==> src/rtl/i2cm_pkg.sv <==
package i2cm_pkg;
  typedef enum logic [1:0] {BC_START, BC_BYTE, BC_STOP} bit_cmd_e;
  typedef enum logic [3:0] {
    SQ_IDLE, SQ_START, SQ_DEVW, SQ_WADR, SQ_DATA,
    SQ_RST, SQ_DEVR, SQ_RDAT, SQ_STOP
  } seq_st_e;
  localparam logic [2:0] OFS_IE     = 3'd0;
  localparam logic [2:0] OFS_STATUS = 3'd1;
  localparam logic [2:0] OFS_TARGET = 3'd2;
  localparam logic [2:0] OFS_WORD   = 3'd3;
  localparam logic [2:0] OFS_TXD    = 3'd4;
  localparam logic [2:0] OFS_RXD    = 3'd5;
endpackage

==> src/rtl/i2cm_tick.sv <==
module i2cm_tick #(
  parameter int QTR_CYCLES = 150
) (
  input  logic clk,
  input  logic rst_n,
  output logic tick
);
  localparam int CW = (QTR_CYCLES > 2) ? $clog2(QTR_CYCLES) : 1;
  localparam logic [CW-1:0] LAST = CW'(QTR_CYCLES - 1);
  logic [CW-1:0] cnt;

  always_ff @(posedge clk or negedge rst_n) begin
    if (!rst_n) begin
      cnt  <= '0;
      tick <= 1'b0;
    end else begin
      tick <= (cnt == LAST);
      cnt  <= (cnt == LAST) ? '0 : cnt + 1'b1;
    end
  end
endmodule

==> src/rtl/i2cm_bit_engine.sv <==
module i2cm_bit_engine
  import i2cm_pkg::*;
(
  input  logic       clk,
  input  logic       rst_n,
  input  logic       tick,
  input  logic       cmd_valid,
  input  bit_cmd_e   cmd,
  input  logic [8:0] tx_bits,
  input  logic       sda_in,
  output logic       busy,
  output logic       done,
  output logic [8:0] rx_bits,
  output logic       scl_low,
  output logic       sda_low
);
  logic [1:0] sda_sync;
  logic       active;
  bit_cmd_e   cmd_q;
  logic [1:0] q;
  logic [3:0] bitn;
  logic [8:0] sh;

  assign busy = active;

  always_ff @(posedge clk or negedge rst_n) begin
    if (!rst_n) begin
      sda_sync <= 2'b11;
      active   <= 1'b0;
      cmd_q    <= BC_START;
      q        <= '0;
      bitn     <= '0;
      sh       <= '1;
      rx_bits  <= '0;
      scl_low  <= 1'b0;
      sda_low  <= 1'b0;
      done     <= 1'b0;
    end else begin
      sda_sync <= {sda_sync[0], sda_in};
      done     <= 1'b0;
      if (!active) begin
        if (cmd_valid) begin
          active <= 1'b1;
          cmd_q  <= cmd;
          q      <= '0;
          bitn   <= '0;
          sh     <= tx_bits;
        end
      end else if (tick) begin
        unique case (cmd_q)
          BC_START: begin
            unique case (q)
              2'd0: sda_low <= 1'b0;
              2'd1: scl_low <= 1'b0;
              2'd2: sda_low <= 1'b1;
              default: scl_low <= 1'b1;
            endcase
          end
          BC_BYTE: begin
            unique case (q)
              2'd0: sda_low <= ~sh[8];
              2'd1: scl_low <= 1'b0;
              2'd2: rx_bits <= {rx_bits[7:0], sda_sync[1]};
              default: begin
                scl_low <= 1'b1;
                sh      <= {sh[7:0], 1'b1};
              end
            endcase
          end
          default: begin
            unique case (q)
              2'd0: sda_low <= 1'b1;
              2'd1: scl_low <= 1'b0;
              2'd2: sda_low <= 1'b0;
              default: ;
            endcase
          end
        endcase
        q <= q + 1'b1;
        if (q == 2'd3) begin
          if (cmd_q != BC_BYTE || bitn == 4'd8) begin
            active <= 1'b0;
            done   <= 1'b1;
          end else begin
            bitn <= bitn + 1'b1;
          end
        end
      end
    end
  end
endmodule

==> src/rtl/i2cm_sequencer.sv <==
module i2cm_sequencer
  import i2cm_pkg::*;
(
  input  logic       clk,
  input  logic       rst_n,
  input  logic       launch_rd,
  input  logic       launch_wr,
  input  logic [6:0] dev_addr,
  input  logic [7:0] word_addr,
  input  logic [7:0] tx_byte,
  input  logic       eng_busy,
  input  logic       eng_done,
  input  logic [8:0] eng_rx,
  output logic       cmd_valid,
  output bit_cmd_e   cmd,
  output logic [8:0] tx_bits,
  output logic       finish,
  output logic       fin_rd,
  output logic       fin_nak,
  output logic [7:0] rd_byte
);
  seq_st_e    st;
  logic       issued;
  logic [6:0] dev_q;
  logic [7:0] word_q, data_q;
  logic       nak_ack;

  assign nak_ack   = eng_rx[0];
  assign cmd_valid = (st != SQ_IDLE) && !issued && !eng_busy;
  assign finish    = (st == SQ_STOP) && eng_done;

  always_comb begin
    cmd     = BC_BYTE;
    tx_bits = 9'h1FF;
    unique case (st)
      SQ_START, SQ_RST: cmd = BC_START;
      SQ_STOP:          cmd = BC_STOP;
      SQ_DEVW:          tx_bits = {dev_q, 1'b0, 1'b1};
      SQ_WADR:          tx_bits = {word_q, 1'b1};
      SQ_DATA:          tx_bits = {data_q, 1'b1};
      SQ_DEVR:          tx_bits = {dev_q, 1'b1, 1'b1};
      default:          ;
    endcase
  end

  always_ff @(posedge clk or negedge rst_n) begin
    if (!rst_n) begin
      st      <= SQ_IDLE;
      issued  <= 1'b0;
      dev_q   <= '0;
      word_q  <= '0;
      data_q  <= '0;
      fin_rd  <= 1'b0;
      fin_nak <= 1'b0;
      rd_byte <= '0;
    end else begin
      if (cmd_valid) issued <= 1'b1;
      if (st == SQ_IDLE) begin
        if (launch_rd || launch_wr) begin
          st      <= SQ_START;
          dev_q   <= dev_addr;
          word_q  <= word_addr;
          data_q  <= tx_byte;
          fin_rd  <= launch_rd;
          fin_nak <= 1'b0;
        end
      end else if (eng_done) begin
        issued <= 1'b0;
        unique case (st)
          SQ_START: st <= SQ_DEVW;
          SQ_DEVW:  st <= nak_ack ? SQ_STOP : SQ_WADR;
          SQ_WADR:  st <= nak_ack ? SQ_STOP : (fin_rd ? SQ_RST : SQ_DATA);
          SQ_DATA:  st <= SQ_STOP;
          SQ_RST:   st <= SQ_DEVR;
          SQ_DEVR:  st <= nak_ack ? SQ_STOP : SQ_RDAT;
          SQ_RDAT: begin
            rd_byte <= eng_rx[8:1];
            st      <= SQ_STOP;
          end
          default:  st <= SQ_IDLE;
        endcase
        if ((st == SQ_DEVW || st == SQ_WADR || st == SQ_DATA || st == SQ_DEVR) && nak_ack)
          fin_nak <= 1'b1;
      end
    end
  end
endmodule

==> src/rtl/i2cm_master.sv <==
module i2cm_master
  import i2cm_pkg::*;
#(
  parameter int QTR_CYCLES = 150
) (
  input  logic       clk,
  input  logic       rst_n,
  input  logic       reg_we,
  input  logic [2:0] reg_addr,
  input  logic [7:0] reg_wdata,
  output logic [7:0] reg_rdata,
  output logic       irq,
  output logic       scl_drive_low,
  input  logic       sda_in,
  output logic       sda_drive_low
);
  logic       ie_glb, ie_rd, ie_wr;
  logic       nak_f, rd_go, rd_done, wr_go, wr_done;
  logic [3:0] dev_type;
  logic [2:0] dev_cs;
  logic [7:0] word_r, txd_r, rxd_r;
  logic       idle, st_wr, launch_rd, launch_wr;
  logic       tick, eng_busy, eng_done, cmd_valid;
  bit_cmd_e   cmd;
  logic [8:0] tx_bits, eng_rx;
  logic       finish, fin_rd, fin_nak;
  logic [7:0] rd_byte;

  assign idle      = !rd_go && !wr_go;
  assign st_wr     = reg_we && (reg_addr == OFS_STATUS);
  assign launch_rd = st_wr && idle && reg_wdata[3];
  assign launch_wr = st_wr && idle && !reg_wdata[3] && reg_wdata[1];

  always_ff @(posedge clk or negedge rst_n) begin
    if (!rst_n) begin
      {ie_glb, ie_rd, ie_wr} <= '0;
      {nak_f, rd_go, rd_done, wr_go, wr_done} <= '0;
      dev_type <= '0;
      dev_cs   <= '0;
      word_r   <= '0;
      txd_r    <= '0;
      rxd_r    <= '0;
    end else begin
      if (reg_we) begin
        unique case (reg_addr)
          OFS_IE:     {ie_glb, ie_rd, ie_wr} <= {reg_wdata[7], reg_wdata[1], reg_wdata[0]};
          OFS_TARGET: {dev_cs, dev_type} <= reg_wdata[6:0];
          OFS_WORD:   word_r <= reg_wdata;
          OFS_TXD:    txd_r  <= reg_wdata;
          OFS_STATUS: begin
            if (reg_wdata[7]) nak_f   <= 1'b0;
            if (reg_wdata[2]) rd_done <= 1'b0;
            if (reg_wdata[0]) wr_done <= 1'b0;
          end
          default: ;
        endcase
      end
      if (launch_rd) rd_go <= 1'b1;
      if (launch_wr) wr_go <= 1'b1;
      if (finish) begin
        rd_go <= 1'b0;
        wr_go <= 1'b0;
        if (fin_rd) rd_done <= 1'b1;
        else        wr_done <= 1'b1;
        if (fin_nak) nak_f <= 1'b1;
        else if (fin_rd) rxd_r <= rd_byte;
      end
    end
  end

  always_comb begin
    unique case (reg_addr)
      OFS_IE:     reg_rdata = {ie_glb, 5'b0, ie_rd, ie_wr};
      OFS_STATUS: reg_rdata = {nak_f, 3'b0, rd_go, rd_done, wr_go, wr_done};
      OFS_TARGET: reg_rdata = {1'b0, dev_cs, dev_type};
      OFS_WORD:   reg_rdata = word_r;
      OFS_TXD:    reg_rdata = txd_r;
      OFS_RXD:    reg_rdata = rxd_r;
      default:    reg_rdata = 8'h00;
    endcase
  end

  assign irq = ie_glb && ((ie_rd && rd_done) || (ie_wr && wr_done));

  i2cm_tick #(.QTR_CYCLES(QTR_CYCLES)) u_tick (
    .clk(clk), .rst_n(rst_n), .tick(tick)
  );

  i2cm_sequencer u_seq (
    .clk(clk), .rst_n(rst_n),
    .launch_rd(launch_rd), .launch_wr(launch_wr),
    .dev_addr({dev_type, dev_cs}), .word_addr(word_r), .tx_byte(txd_r),
    .eng_busy(eng_busy), .eng_done(eng_done), .eng_rx(eng_rx),
    .cmd_valid(cmd_valid), .cmd(cmd), .tx_bits(tx_bits),
    .finish(finish), .fin_rd(fin_rd), .fin_nak(fin_nak), .rd_byte(rd_byte)
  );

  i2cm_bit_engine u_eng (
    .clk(clk), .rst_n(rst_n), .tick(tick),
    .cmd_valid(cmd_valid), .cmd(cmd), .tx_bits(tx_bits), .sda_in(sda_in),
    .busy(eng_busy), .done(eng_done), .rx_bits(eng_rx),
    .scl_low(scl_drive_low), .sda_low(sda_drive_low)
  );
endmodule

==> config.mk <==
export PLATFORM = sky130hd
export DESIGN_NAME = i2cm_master
export DESIGN_NICKNAME = d
export VERILOG_FILES = /design/src/rtl/i2cm_pkg.sv /design/src/rtl/i2cm_tick.sv /design/src/rtl/i2cm_bit_engine.sv /design/src/rtl/i2cm_sequencer.sv /design/src/rtl/i2cm_master.sv
export SDC_FILE = /design/constraint.sdc
export NUM_CORES = 1
export LEC_CHECK = 0
export BUFFER_PORTS_ARGS = -buffer_cell sky130_fd_sc_hd__buf_2
export CORE_MARGIN = 2
export CORE_UTILIZATION = 40
export CTS_CLUSTER_SIZE = 25
export DETAILED_ROUTE_END_ITERATION = 8
export GPL_ROUTABILITY_DRIVEN = 0
export GPL_TIMING_DRIVEN = 0
export PLACE_DENSITY = 0.61
export SYNTH_ARGS = -nofsm -noshare
export SYNTH_HDL_FRONTEND = slang
export SYNTH_HIERARCHICAL = 1
export SYNTH_SLANG_ARGS = --single-unit
==> constraint.sdc <==
create_clock -name clk -period 1.89 [get_ports clk]
set_input_delay 0.189 -clock clk [delete_from_list [all_inputs] [get_ports clk]]
set_output_delay 0.189 -clock clk [all_outputs]
set_load 0.005 [all_outputs]
-- Word-level counts from Yosys, hierarchy flattened
Cells that the tools add are included.
- output and inout bits: 11
- bits of input ports: 15
- register bits: 118
- word-level logic and storage cells: 192
- add/subtract/negate cells: 3
- equal/unequal tests: 28
- muxes and demuxes: 67
- bitwise logic cells: 4
- reductions and logical operators: 57
- operators by type and width (cell ; number):
    8-bit case mux with 6 select lines ; 1
    9-bit 2-to-1 mux ; 5
    4-bit 2-to-1 mux ; 11
    1-bit 2-to-1 mux ; 39
    9-bit case mux with 4 select lines ; 1
    4-bit case mux with 6 select lines ; 1
    4-bit AND reduction ; 5
    4-bit by 3-bit == test with 1-bit output (second input constant) ; 4
    2-bit AND reduction ; 8
    2-bit inequality test (second input constant) ; 7
    2-bit nonzero test ; 7
    1-bit logical AND ; 13
    3-bit AND reduction ; 3
    8-bit by 1-bit adder with 8-bit output (second input constant) ; 1
    4-bit by 2-bit == test with 1-bit output (second input constant) ; 2
    4-bit == test (second input constant) ; 2
    8-bit == test (second input constant) ; 1
    8-bit 2-to-1 mux ; 1
    1-bit case mux with 2 select lines ; 4
    2-bit OR reduction ; 4
    3-bit by 2-bit == test with 1-bit output (second input constant) ; 2
    3-bit == test (second input constant) ; 2
    1-bit logical OR ; 6
    2-bit 2-to-1 mux ; 3
    other kinds (15) ; 26

-- Depth between registers and ports, before layout
Gate-level depths: netlist of the first run.
- word-level depth: 8
- gate-level depth with buffers: 9
- depth with buffers taken out: 6

-- By module
Netlist of the first run, hierarchy kept.
- modules (own cells, without submodules) (module ; cells an instance ; area an instance (um^2) ; sequential area each (um^2) ; times used):
    i2cm_sequencer ; 166 ; 2003.2 ; 950.9 ; 1
    i2cm_master ; 139 ; 1854.3 ; 975.9 ; 1
    i2cm_bit_engine ; 124 ; 1514.0 ; 814.5 ; 1
    i2cm_tick ; 33 ; 411.6 ; 225.2 ; 1

-- Worst setup path after synthesis of the first run
No wires, ideal clock.
- path kind: input to register
- from: input reg_addr[2]
- to: register u_seq.data_q[3]
- stages on the path: 8
- required time: 1765 ps
- buffers on the path: 3
- library setup time: 125 ps
- slack: -89 ps
- arrival time: 1854 ps
- path through: buf_2 -> and4bb_2 -> and4b_1 -> or2_2 -> and2_1 -> buf_6 -> buf_12 -> mux2_4
- cells in the longest elaborated chain, start to end: 7
- elaborated cells on any way between the ends: 8
- those cells by class: eq/ne (1); reduce/logical (7)
- RTL lines (what ; RTL line ; text):
    start, declared ; i2cm_master.sv:9 ; input logic [2:0] reg_addr,
    3-bit by 1-bit == test with 1-bit output ; i2cm_master.sv:30 ; assign st_wr = reg_we && (reg_addr == OFS_STATUS);
    1-bit logical AND ; i2cm_master.sv:30 ;
    1-bit logical AND (3 in series) ; i2cm_master.sv:32 ; assign launch_wr = st_wr && idle && !reg_wdata[3] && reg_wdata[1];
    via launch_wr ; i2cm_master.sv:22 ; logic idle, st_wr, launch_rd, launch_wr;
    1-bit logical OR ; i2cm_sequencer.sv:59 ; if (launch_rd || launch_wr) begin
    2-bit AND reduction (no line) ; n/a ;
    end signal, assigned ; i2cm_sequencer.sv:63 ; data_q <= tx_byte;
    end, declared ; i2cm_sequencer.sv:25 ; logic [7:0] word_q, data_q;
The timed path passes the listed nets, and every way through them passes these cells.
A chain may end at the register's enable or synchronous reset.

-- Worst setup path in the final report of the first run
- from: register u_seq.st[2]
- to: register rxd_r[4]
- cells in the longest elaborated chain, start to end: 3
- RTL lines (what ; RTL line ; text):
    start, declared ; i2cm_sequencer.sv:22 ; seq_st_e st;
    start signal, assigned ; i2cm_sequencer.sv:71 ; SQ_DEVW: st <= nak_ack ? SQ_STOP : SQ_WADR;
    start signal, assigned ; i2cm_sequencer.sv:72 ; SQ_WADR: st <= nak_ack ? SQ_STOP : (fin_rd ? SQ_RST : SQ_DATA);
    start signal, assigned ; i2cm_sequencer.sv:75 ; SQ_DEVR: st <= nak_ack ? SQ_STOP : SQ_RDAT;
    4-bit == test ; i2cm_sequencer.sv:30 ; assign finish = (st == SQ_STOP) && eng_done;
    1-bit logical AND ; i2cm_sequencer.sv:30 ;
    via finish ; i2cm_master.sv:26 ; logic finish, fin_rd, fin_nak;
    3-bit AND reduction (no line) ; n/a ;
    end signal, assigned ; i2cm_master.sv:66 ; else if (fin_rd) rxd_r <= rd_byte;
    end, declared ; i2cm_master.sv:21 ; logic [7:0] word_r, txd_r, rxd_r;
The timed path passes the listed nets, and every way through them passes these cells.

==> results of run 1 <==
[synthesized netlist by cell type (2+ instances only)]
| library cell | count |
|---|---|
| dfrtp_1 | 107 |
| mux2_2 | 59 |
| nand2_1 | 28 |
| nor2_1 | 25 |
| mux2_4 | 20 |
| mux2i_1 | 18 |
| o21ai_0 | 17 |
| a21oi_1 | 16 |
| inv_1 | 12 |
| nand2b_1 | 12 |
| dfstp_2 | 11 |
| a22o_1 | 9 |
| ha_1 | 9 |
| buf_2 | 7 |
| nor2b_1 | 7 |
| clkbuf_1 | 6 |
| nor3_1 | 6 |
| a32o_1 | 5 |
| nand3_1 | 5 |
| o21bai_1 | 4 |
| o221ai_1 | 4 |
| or3b_2 | 4 |
| xnor2_1 | 4 |
| a221o_1 | 3 |
| a22oi_1 | 3 |
| and2_1 | 3 |
| and3b_1 | 3 |
| buf_4 | 3 |
| buf_6 | 3 |
| nand3b_1 | 3 |
| nand4_1 | 3 |
| xor2_1 | 3 |
| a31oi_1 | 2 |
| buf_12 | 2 |
| nand4_2 | 2 |
| nor2_2 | 2 |
| nor2b_4 | 2 |
| nor4_4 | 2 |
| nor4bb_1 | 2 |
| o22ai_1 | 2 |
[kinds of logic (layout without fill, tap and decap cells)]
group | count (synthesis) | in the layout | synth area share (%)
compound gates | 75 | 75 | 9.07
xor+xnor | 7 | 7 | 1.06
fa+ha+maj | 9 | 9 | 1.95
buf+inv | 34 | 104 | 3.50
flops | 118 | 118 | 51.3
mux | 98 | 98 | 20.2
other cells | 1 | 1 | 0.0648
simple gates | 120 | 120 | 12.9
[registers in the layout (all words and copies together) (netlist names), 8 cells and up]
name	cells
u_seq/data_q	8
u_tick/cnt	8
u_eng/sh	9
txd_r	8
u_seq/rd_byte	8
word_r	8
u_eng/rx_bits	9
u_seq/word_q	8
rxd_r	8
[what timing repair did]
item                                    in CTS  in global routing
buffers inserted                             3                  7
endpoints found under the setup margin      37                 37
hold buffers                                 2                  0
pin swaps                                    2                  2
endpoints found under the hold margin       42                  0
resized for setup                            6                 12
[metal layers]
| layer | wire length, um | vias to the layer above | GRT usage, % |
|---|---|---|---|
| met4 | 214 | 0 | 6.54 |
| met2 | 5840 | 109 | 26.2 |
| met5 | 0 | - | 0 |
| met1 | 5960 | 1905 | 23.4 |
| li1 | - | 1780 | - |
| met3 | 540 | 19 | 4.86 |
[where the power goes]
| part | switching (mW) | internal, mW |
|---|---|---|
| logic | 0.165 | 0.188 |
| clock network | 1.10 | 2.03 |
| registers | 0.124 | 2.66 |
| total | 1.39 | 4.88 |
[through the flow]
stage / utilization (%) / setup WS (ns) / cells / cell area, um^2
detailed placement: 44.2 / -0.425 / 668 / 6180
floorplan: - / 0.0451 / 462 / 5800
CTS: 48.7 / 0.000295 / 705 / 6810
finish: 49.3 / 0.0597 / 712 / 6890
global placement: 43.9 / -0.839 / 667 / 6150
global route: 49.3 / -0.00591 / 712 / 6890
[worst reg2reg max path: cells and delay by family, from the launching register on]
kind / cells / cell delay, ns
buffers and inverters: 2 / 0.31
DFF: 1 / 0.45
muxes: 1 / 0.26
and+or+nand+nor: 4 / 0.69
[worst paths after layout]
path | endpoint | cells past startpoint
setup reg to reg | rxd_r[4] | 7
hold reg to reg | u_eng/sda_sync[1] | 0
hold / removal | word_r[5] | 2
setup / recovery | rxd_r[4] | 7
max in group asynchronous | u_eng/sda_sync[1] | 3
min in group asynchronous | u_seq/data_q[4] | 2
[layout make-up]
type,instances,area (um^2)
Sequential cell,118,2970
Fill cell,1238,7100
Multi-Input combinational cell,310,2640
Clock buffer,23,478
Tap cell,180,225
Timing Repair Buffer,38,258
Inverter,12,45.0
Buffer,22,179
Clock inverter,9,100
==> run metrics, run 1 <==
status completed; Die W between 100 and 150 um; Port Buffers 25; vias in the first global route a little under 4,000; maximum vdd drop 0.524 mV; Async S/R FF share, synth 100%; Slew HR between 60% and 70%; Starting Density 41.3%; share of cells above drive strength 1 between 30% and 40%; CTS Buf Count 17; critical-path cell list buf_6 > nand2b_1 > nor3_2 > and2_4 > nand3b_1 > buf_6 > mux2_2; first-pass GRT wire length around 21,000 um; initial antenna violation count 0; Hold Path Origin reg_wdata[5]; Power, Total approximately 6.3 mW; worst hold slack 0.0385 ns; Pre-Repair DR Iteration Count 5; worst min path class in -> reg; R2R Setup Slk 0.06 ns; dominant synthesized flop cell dfrtp_1; CTS tree done; Fin Clk Skew 0.00633 ns; Final Hold Fails 0; WL per Instance 17.6 um; Buf/Inv on CP 2; delay-heaviest family, CP simple AND/OR/NAND/NOR gates; Critical Path Most Common Cell buf_6; most frequent cells in the layout dfrtp_1 (106), mux2_2 (59), buf_2 (31); worst slew pin tran between 0.5 and 0.6 ns; post-synth top area share 46.3%; post-layout min period 1.83 ns; Clock Path Buffers 2; I/O pins 26; H-tree Lvls 4; CP Max Fanout 10; CP required about 2.2 ns; syn nets about 490; RR Startpoint u_seq/st[2]; floorplan row count between 40 and 50; post-synth top area cell dfrtp_1; root buffer cell clkbuf_16; grt total ovfl 0; synthesized area roughly 5800 um^2; final setup violating endpoints 0; Num Clock Sinks approximately 120; CP Class reg -> reg; f_max roughly 550 MHz; half-perimeter wire length after placement about 8700 um; Pleak 3.16 nW; pwr dens between 900 and 1000 nW/um^2; DRC Markers 0; Placeable Area around 14,000 um^2; total die area about 15,000 um^2; CP arrival approximately 2.1 ns; WL final about 13,000 um; DR vias approximately 3,800; CP endpoint kind flip-flop; n_diodes 0; Global Route Usage Sum roughly 17%; Worst path max stage delay 0.45 ns; Post-synth EDFFs 0; Synth cell types 64; Worst path slowest cell dfrtp_2; Yosys reg bits roughly 120; die height 124 um; antenna-violating nets left 0; setup TNS 0 ns; count of pins over their slew limit 0; Cells after Synth around 460; Synth Warn # 6; MaxCap Viol Count 0; top post-synthesis cells by area dfrtp_1 (46%), mux2_2 (11%), mux2_4 (5.2%), dfstp_2 (5.0%), mux2i_1 (3.1%); synthesis-to-layout area growth 19.1%; Final nets about 540; Syn Area/Cell 12.5 um^2; most common cell after layout, fill and taps aside dfrtp_1; CP Launch Point u_seq/st[2]; pin count of the biggest net entering global routing 73; Final period util between 90% and 100%; CP Launch Type flip-flop; Clk Latency, worst-skew pair approximately 0.42 ns; Clock transition at path regs 0.05 ns; Vias/cell 5.36; initial drt markers around 250; register area share after synthesis between 50% and 60%
No activity file was read; power rests on OpenSTA's default activity.
==> run 2, diff against run 1 <==
--- a/config.mk
+++ b/config.mk
@@ -8,6 +8,7 @@
 export BUFFER_PORTS_ARGS = -buffer_cell sky130_fd_sc_hd__buf_2
 export CORE_MARGIN = 2
 export CORE_UTILIZATION = 40
+export CTS_BUF_LIST = sky130_fd_sc_hd__clkbuf_4
 export CTS_CLUSTER_SIZE = 25
 export DETAILED_ROUTE_END_ITERATION = 8
 export GPL_ROUTABILITY_DRIVEN = 0
==> run 2 against run 1 <==
  * Wire length increased by 0.86%
  * Power decreased by 22%
  * Critical path depth decreased by 3
  * Final cell count increased by 2.2%
  * Critical path type is now reg -> out
  * Highest routed layer unchanged
==> run metrics, run 2 (synthesis results as in run 1) <==
initial antenna violation count 0 (unchanged); Power, Total 4.88 mW (was 6.26 mW); n_diodes 0 (unchanged); multi-input logic area 2650 um^2 (was 2640 um^2); grt total ovfl 0 (unchanged); final setup violating endpoints 0 (unchanged); met1 WL 6030 um (was 5960 um); Placeable Area 14,000 um^2 (unchanged); vias in the first global route 3,921 (was 3,854); DRC Markers 0 (unchanged); Buf/Inv on CP 2 (unchanged); CTS tree done (unchanged); Critical Path Stages 4 (was 7); Setup WS post-layout 0.0250 ns (was 0.0597 ns); Slew HR 64.2% (was 64.8%); CP required 1.70 ns (was 2.19 ns); I/O pins 26 (unchanged); synthesis-to-layout area growth 16.5% (was 19.1%); Vias/cell 5.28 (was 5.36); Clk Latency, worst-skew pair 0.52 ns (was 0.42 ns); Seq. cell area 2970 um^2 (unchanged); Starting Density 41.3% (unchanged); maximum vdd drop 0.506 mV (was 0.524 mV); initial drt markers 223 (was 249); first-pass GRT wire length 21,100 um (was 21,000 um); reg2reg path depth 6 (was 7); placed instance area 6180 um^2 (unchanged); die height 124 um (unchanged); CTS Buf Count 17 (unchanged); share of cells above drive strength 1 38.7% (was 37.8%); CP Launch Point word_r[0] (was u_seq/st[2]); Worst path max stage delay 0.48 ns (was 0.45 ns); sequential share of power 56.7% (was 44.4%); Final period util 98.7% (was 96.8%); R2R Setup Slk 0.06 ns (about the same); Sw Ratio 24.8% (was 22.2%); Clock Path Buffers 2 (unchanged); post-layout min period 1.86 ns (was 1.83 ns); NetSw 1.21 mW (was 1.39 mW); final instance area 6740 um^2 (was 6890 um^2); Final nets 559 (was 543); pin count of the biggest net entering global routing 73 (unchanged); Num Clock Sinks 118 (unchanged); RSZ-0062 raised after global routing true; CP Launch Type flip-flop (unchanged); Die W 124 um (unchanged); f_max 536 MHz (was 546 MHz); CP Max Fanout 2 (was 10); count of pins over their slew limit 0 (unchanged); critical-path cell list mux4_2 > inv_2 > o22ai_2 > buf_2 (was buf_6 > nand2b_1 > nor3_2 > and2_4 > nand3b_1 > buf_6 > mux2_2); Worst path slowest cell mux4_2 (was dfrtp_2); DR vias 3,847 (was 3,813); highest routed layer met4 (unchanged); Worst R2R End u_seq/st[0] (was rxd_r[4]); most common cell after layout, fill and taps aside dfrtp_1 (unchanged); Logic pwr share 8.2% (was 5.6%); met3 wire len 475 um (was 540 um); CP arrival 1.68 ns (was 2.13 ns); RR Startpoint u_seq/st[0] (was u_seq/st[2]); half-perimeter wire length after placement 8710 um (unchanged); root buffer cell clkbuf_4 (was clkbuf_16); status completed (unchanged); CP endpoint kind primary output (was flip-flop); floorplan row count 43 (unchanged); Final Hold Fails 0 (unchanged); Global Route Usage Sum 17.3% (was 17.2%); delay-heaviest family, CP multiplexers (was simple AND/OR/NAND/NOR gates); Regs by FF count u_eng/rx_bits: 9 flops, u_eng/sh: 9 flops (unchanged); clock share of power 35.1% (was 49.9%); H-tree Lvls 4 (unchanged); Pleak 3.10 nW (was 3.16 nW); most frequent cells in the layout dfrtp_1 (106), mux2_2 (59), buf_2 (30) (was dfrtp_1 (106), mux2_2 (59), buf_2 (31)); worst slew pin tran 0.536 ns (was 0.528 ns); CP Class reg -> out (was reg -> reg); WL final 12,700 um (was 12,600 um); Clock transition at path regs 0.10 ns (was 0.05 ns); Port Buffers 25 (unchanged); FILL cells 1,265 (was 1,238); Power Internal 3.67 mW (was 4.88 mW); Place WS -0.425 ns (unchanged); Pre-Repair DR Iteration Count 5 (unchanged); WL per Instance 17.4 um (was 17.6 um); MaxCap Viol Count 0 (unchanged); worst min path class in -> async (was in -> reg); antenna-violating nets left 0 (unchanged); Worst Setup EP reg_rdata[0] (was rxd_r[4]); Fin Clk Skew 0.0132 ns (was 0.00633 ns); total die area 15,400 um^2 (unchanged); setup TNS 0 ns (unchanged); DR WL met2 6020 um (was 5840 um); pwr dens 724 nW/um^2 (was 909 nW/um^2)
## run 2: power groups by stage
stage	Clock [mW]	Combinational, mW	Sequential, mW
finish	1.71	0.399	2.77
global route	1.90	0.442	2.78
CTS	1.79	0.393	2.76
detailed placement	0	0.354	2.82
global placement	0	0.334	2.81
floorplan	0	0.214	2.76
## run 2: how the worst min path moves through the flow
stage,start,endpoint
2_1_floorplan,rst_n,dev_cs[0]
3_3_place_gp,sda_in,u_eng/sda_sync[0]
3_5_place_dp,rst_n,u_seq/word_q[4]
4_1_cts,rst_n,u_seq/data_q[5]
5_1_grt,rst_n,u_seq/data_q[6]
6_report,rst_n,u_seq/data_q[6]
## run 2: routing by layer
| metal | track usage (%) | vias to the layer above |
|---|---|---|
| li1 | - | 1823 |
| met1 | 23.4 | 1916 |
| met2 | 26.6 | 94 |
| met3 | 4.30 | 14 |
| met4 | 6.94 | 0 |
| met5 | 0 | - |
## run 2: final cells by class
cell class	instances	area share, %
clock inverter	12	1.65
buffer	22	2.66
multi-input combinational	310	39.3
tap	180	3.34
timing repair buffer	54	6.09
inverter	12	0.669
sequential	118	44.1
clock buffer	20	2.23
## run 2: stage by stage
stage	cells	hold slack (ns)	utilization [%]
2_1_floorplan	462	-0.107	-
3_3_place_gp	667	0.296	43.9
3_5_place_dp	668	0.161	44.2
4_1_cts	716	0.133	47.2
5_1_grt	728	0.172	48.1
6_report	728	0.174	48.1
## run 2: what timing repair did
| action | in CTS | in global routing |
|---|---|---|
| hold buffers | 10 | 0 |
| pin swaps | 3 | 3 |
| buffers inserted | 6 | 12 |
| endpoints found under the hold margin | 132 | 0 |
| endpoints found under the setup margin | 38 | 45 |
| gates resized for setup | 8 | 11 |
| gates cloned | 0 | 0 |
==> run 3, diff against run 2 <==
--- a/config.mk
+++ b/config.mk
@@ -6,12 +6,14 @@
 export NUM_CORES = 1
 export LEC_CHECK = 0
 export BUFFER_PORTS_ARGS = -buffer_cell sky130_fd_sc_hd__buf_2
+export CAP_MARGIN = 20
+export CORE_ASPECT_RATIO = 2
 export CORE_MARGIN = 2
 export CORE_UTILIZATION = 40
 export CTS_BUF_LIST = sky130_fd_sc_hd__clkbuf_4
 export CTS_CLUSTER_SIZE = 25
 export DETAILED_ROUTE_END_ITERATION = 8
-export GPL_ROUTABILITY_DRIVEN = 0
+export GPL_ROUTABILITY_DRIVEN = 1
 export GPL_TIMING_DRIVEN = 0
 export PLACE_DENSITY = 0.61
 export SYNTH_ARGS = -nofsm -noshare
==> run 3 against run 2 <==
  * Utilization shrank 0.99 points
  * Register-to-register slack is essentially flat
  * Cell area is essentially flat
  * Die area grew 0.38%
  * Global-route usage grew 1.4 points
  * First-iteration DRC count shrank 29%
  * Wire length grew 5.6%
  * Non-clock buffer count shrank 3
  * Sequential power is essentially flat
  * Sequential cell count is the same
  * Critical endpoint unchanged
  * Largest cell class unchanged
==> run metrics, run 3 (synthesis results as in run 1) <==
share of cells above drive strength 1 38.9% (was 38.7%); WL final 13,400 um (was 12,700 um); total die area 15,500 um^2 (was 15,400 um^2); Vias/cell 5.29 (was 5.28); f_max 538 MHz (was 536 MHz); Global Route Usage Sum 18.7% (was 17.3%); first-pass GRT wire length 21,800 um (was 21,100 um); Final period util 98.4% (was 98.7%); most frequent cells in the layout dfrtp_1 (103), mux2_2 (59), buf_2 (31) (was dfrtp_1 (106), mux2_2 (59), buf_2 (30)); Clock Path Buffers 2 (unchanged); final setup violating endpoints 0 (unchanged); maximum vdd drop 0.535 mV (was 0.506 mV); Slew HR 64.8% (was 64.2%); CP Class reg -> out (unchanged); Logic pwr share 7.9% (was 8.2%); pwr dens 726 nW/um^2 (was 724 nW/um^2); Power, Total 4.89 mW (was 4.88 mW); Placer Congestion around 0.9; DRC Markers 0 (unchanged); CP Max Fanout 2 (unchanged); Clock transition at path regs 0.12 ns (was 0.10 ns); CP arrival 1.67 ns (was 1.68 ns); initial antenna violation count 1 (was 0); post-layout min period 1.86 ns (about the same); floorplan row count 62 (was 43); Final nets 556 (was 559); MaxCap Viol Count 0 (unchanged); Regs by FF count u_eng/rx_bits: 9 flops, u_eng/sh: 9 flops (unchanged); sequential share of power 56.5% (was 56.7%); status completed (unchanged); Pleak 3.06 nW (was 3.10 nW); Die W 89.0 um (was 124 um); CP required 1.70 ns (about the same); RSZ-0062 raised after global routing true (unchanged); Pre-Repair DR Iteration Count 7 (was 5); Place WS -0.454 ns (was -0.425 ns); NetSw 1.26 mW (was 1.21 mW); CP endpoint kind primary output (unchanged); CTS Buf Count 17 (unchanged); worst slew pin tran 0.523 ns (was 0.536 ns); WL per Instance 18.2 um (was 17.4 um); clock share of power 35.6% (was 35.1%); Port Buffers 25 (unchanged); CTS tree done (unchanged); die height 174 um (was 124 um); count of pins over their slew limit 0 (unchanged); Setup WS post-layout 0.0300 ns (was 0.0250 ns); H-tree Lvls 4 (unchanged); CP Launch Type flip-flop (unchanged); grt total ovfl 0 (unchanged); Starting Density 40.5% (was 41.3%); antenna-violating nets left 0 (unchanged); initial drt markers 159 (was 223); vias in the first global route 4,261 (was 3,921); pin count of the biggest net entering global routing 93 (was 73); Fin Clk Skew 0.0183 ns (was 0.0132 ns); Clk Latency, worst-skew pair 0.52 ns (about the same); DR vias 3,895 (was 3,847); worst min path class in -> async (unchanged); root buffer cell clkbuf_4 (unchanged); Sw Ratio 25.8% (was 24.8%); Num Clock Sinks 118 (unchanged); half-perimeter wire length after placement 9760 um (was 8710 um); I/O pins 26 (unchanged); most common cell after layout, fill and taps aside dfrtp_1 (unchanged); Final Hold Fails 0 (unchanged); synthesis-to-layout area growth 16.4% (was 16.5%); Power Internal 3.62 mW (was 3.67 mW); Placeable Area 14,300 um^2 (was 14,000 um^2)
[run 3: changes by cell type in the layout (fill, tap and decap cells not counted), sizes merged]
cell      change
buf           -4
clkbuf        -2
clkinv        -4
clkinvlp      +4
diode         +1
inv           +1
[run 3: final timing paths]
check	from	endpoint	slack, ns	cells past startpoint
worst max-delay path	dev_type[0]	reg_rdata[0]	0.03	4
worst min-delay path	rst_n	u_seq/rd_byte[7]	0.09	2
worst max register to register	u_seq/st[0]	u_seq/word_q[5]	0.06	6
worst min register to register	u_eng/sda_sync[0]	u_eng/sda_sync[1]	0.35	0
max in group asynchronous	rst_n	u_eng/sh[4]	1.02	3
min in group clk	reg_we	word_r[2]	0.22	3
[run 3: layout make-up]
class / instances / area [um^2]
fillers: 1362 / 7540
flip-flops and latches: 118 / 2970
multi-input cells: 310 / 2650
repair buffers: 52 / 397
well taps: 192 / 240
plain buffers: 21 / 164
clock inverters: 13 / 135
clock buffers: 17 / 128
inverters: 12 / 45.0
diodes: 1 / 2.50
[run 3: power groups by stage]
stage,sequential (mW),clock (mW),combinational [mW]
6_report,2.76,1.74,0.388
3_5_place_dp,2.82,0,0.353
2_1_floorplan,2.76,0,0.214
3_3_place_gp,2.81,0,0.336
5_1_grt,2.78,1.90,0.430
4_1_cts,2.76,1.80,0.391
[run 3: repair_timing]
item	4_1_cts	5_1_grt
cloned	0	2
hold endpoints to repair	138	0
gates resized for setup	12	13
setup endpoints to repair	48	41
pin swaps	4	2
hold buffers	10	0
setup buffers	7	7
[run 3: critical path, stage by stage, from the launching register on]
cell and delay [ns]:
dfrtp_1 0.42, mux4_2 0.48, inv_2 0.07, o22ai_2 0.05, buf_2 0.13
[run 3: metrics by stage]
stage	hold slack (ns)	TNS [ns]	instance area (um^2)	util, %	std cells
floorplan	-0.107	0	5800	-	462
global placement	0.300	-95.19	6160	43.2	679
detailed placement	0.0719	-10.85	6200	43.4	680
CTS	0.0549	-0.0161	6640	46.5	727
global route	0.0631	-0.0746	6730	47.2	736
finish	0.0925	0	6730	47.2	736
[run 3: layer usage]
layer	vias to the layer above	wire length, um	global-route usage [%]
li1	1814	-	-
met1	1945	4930	19.4
met2	92	7590	33.8
met3	44	281	4.23
met4	0	578	9.08
met5	-	0	0
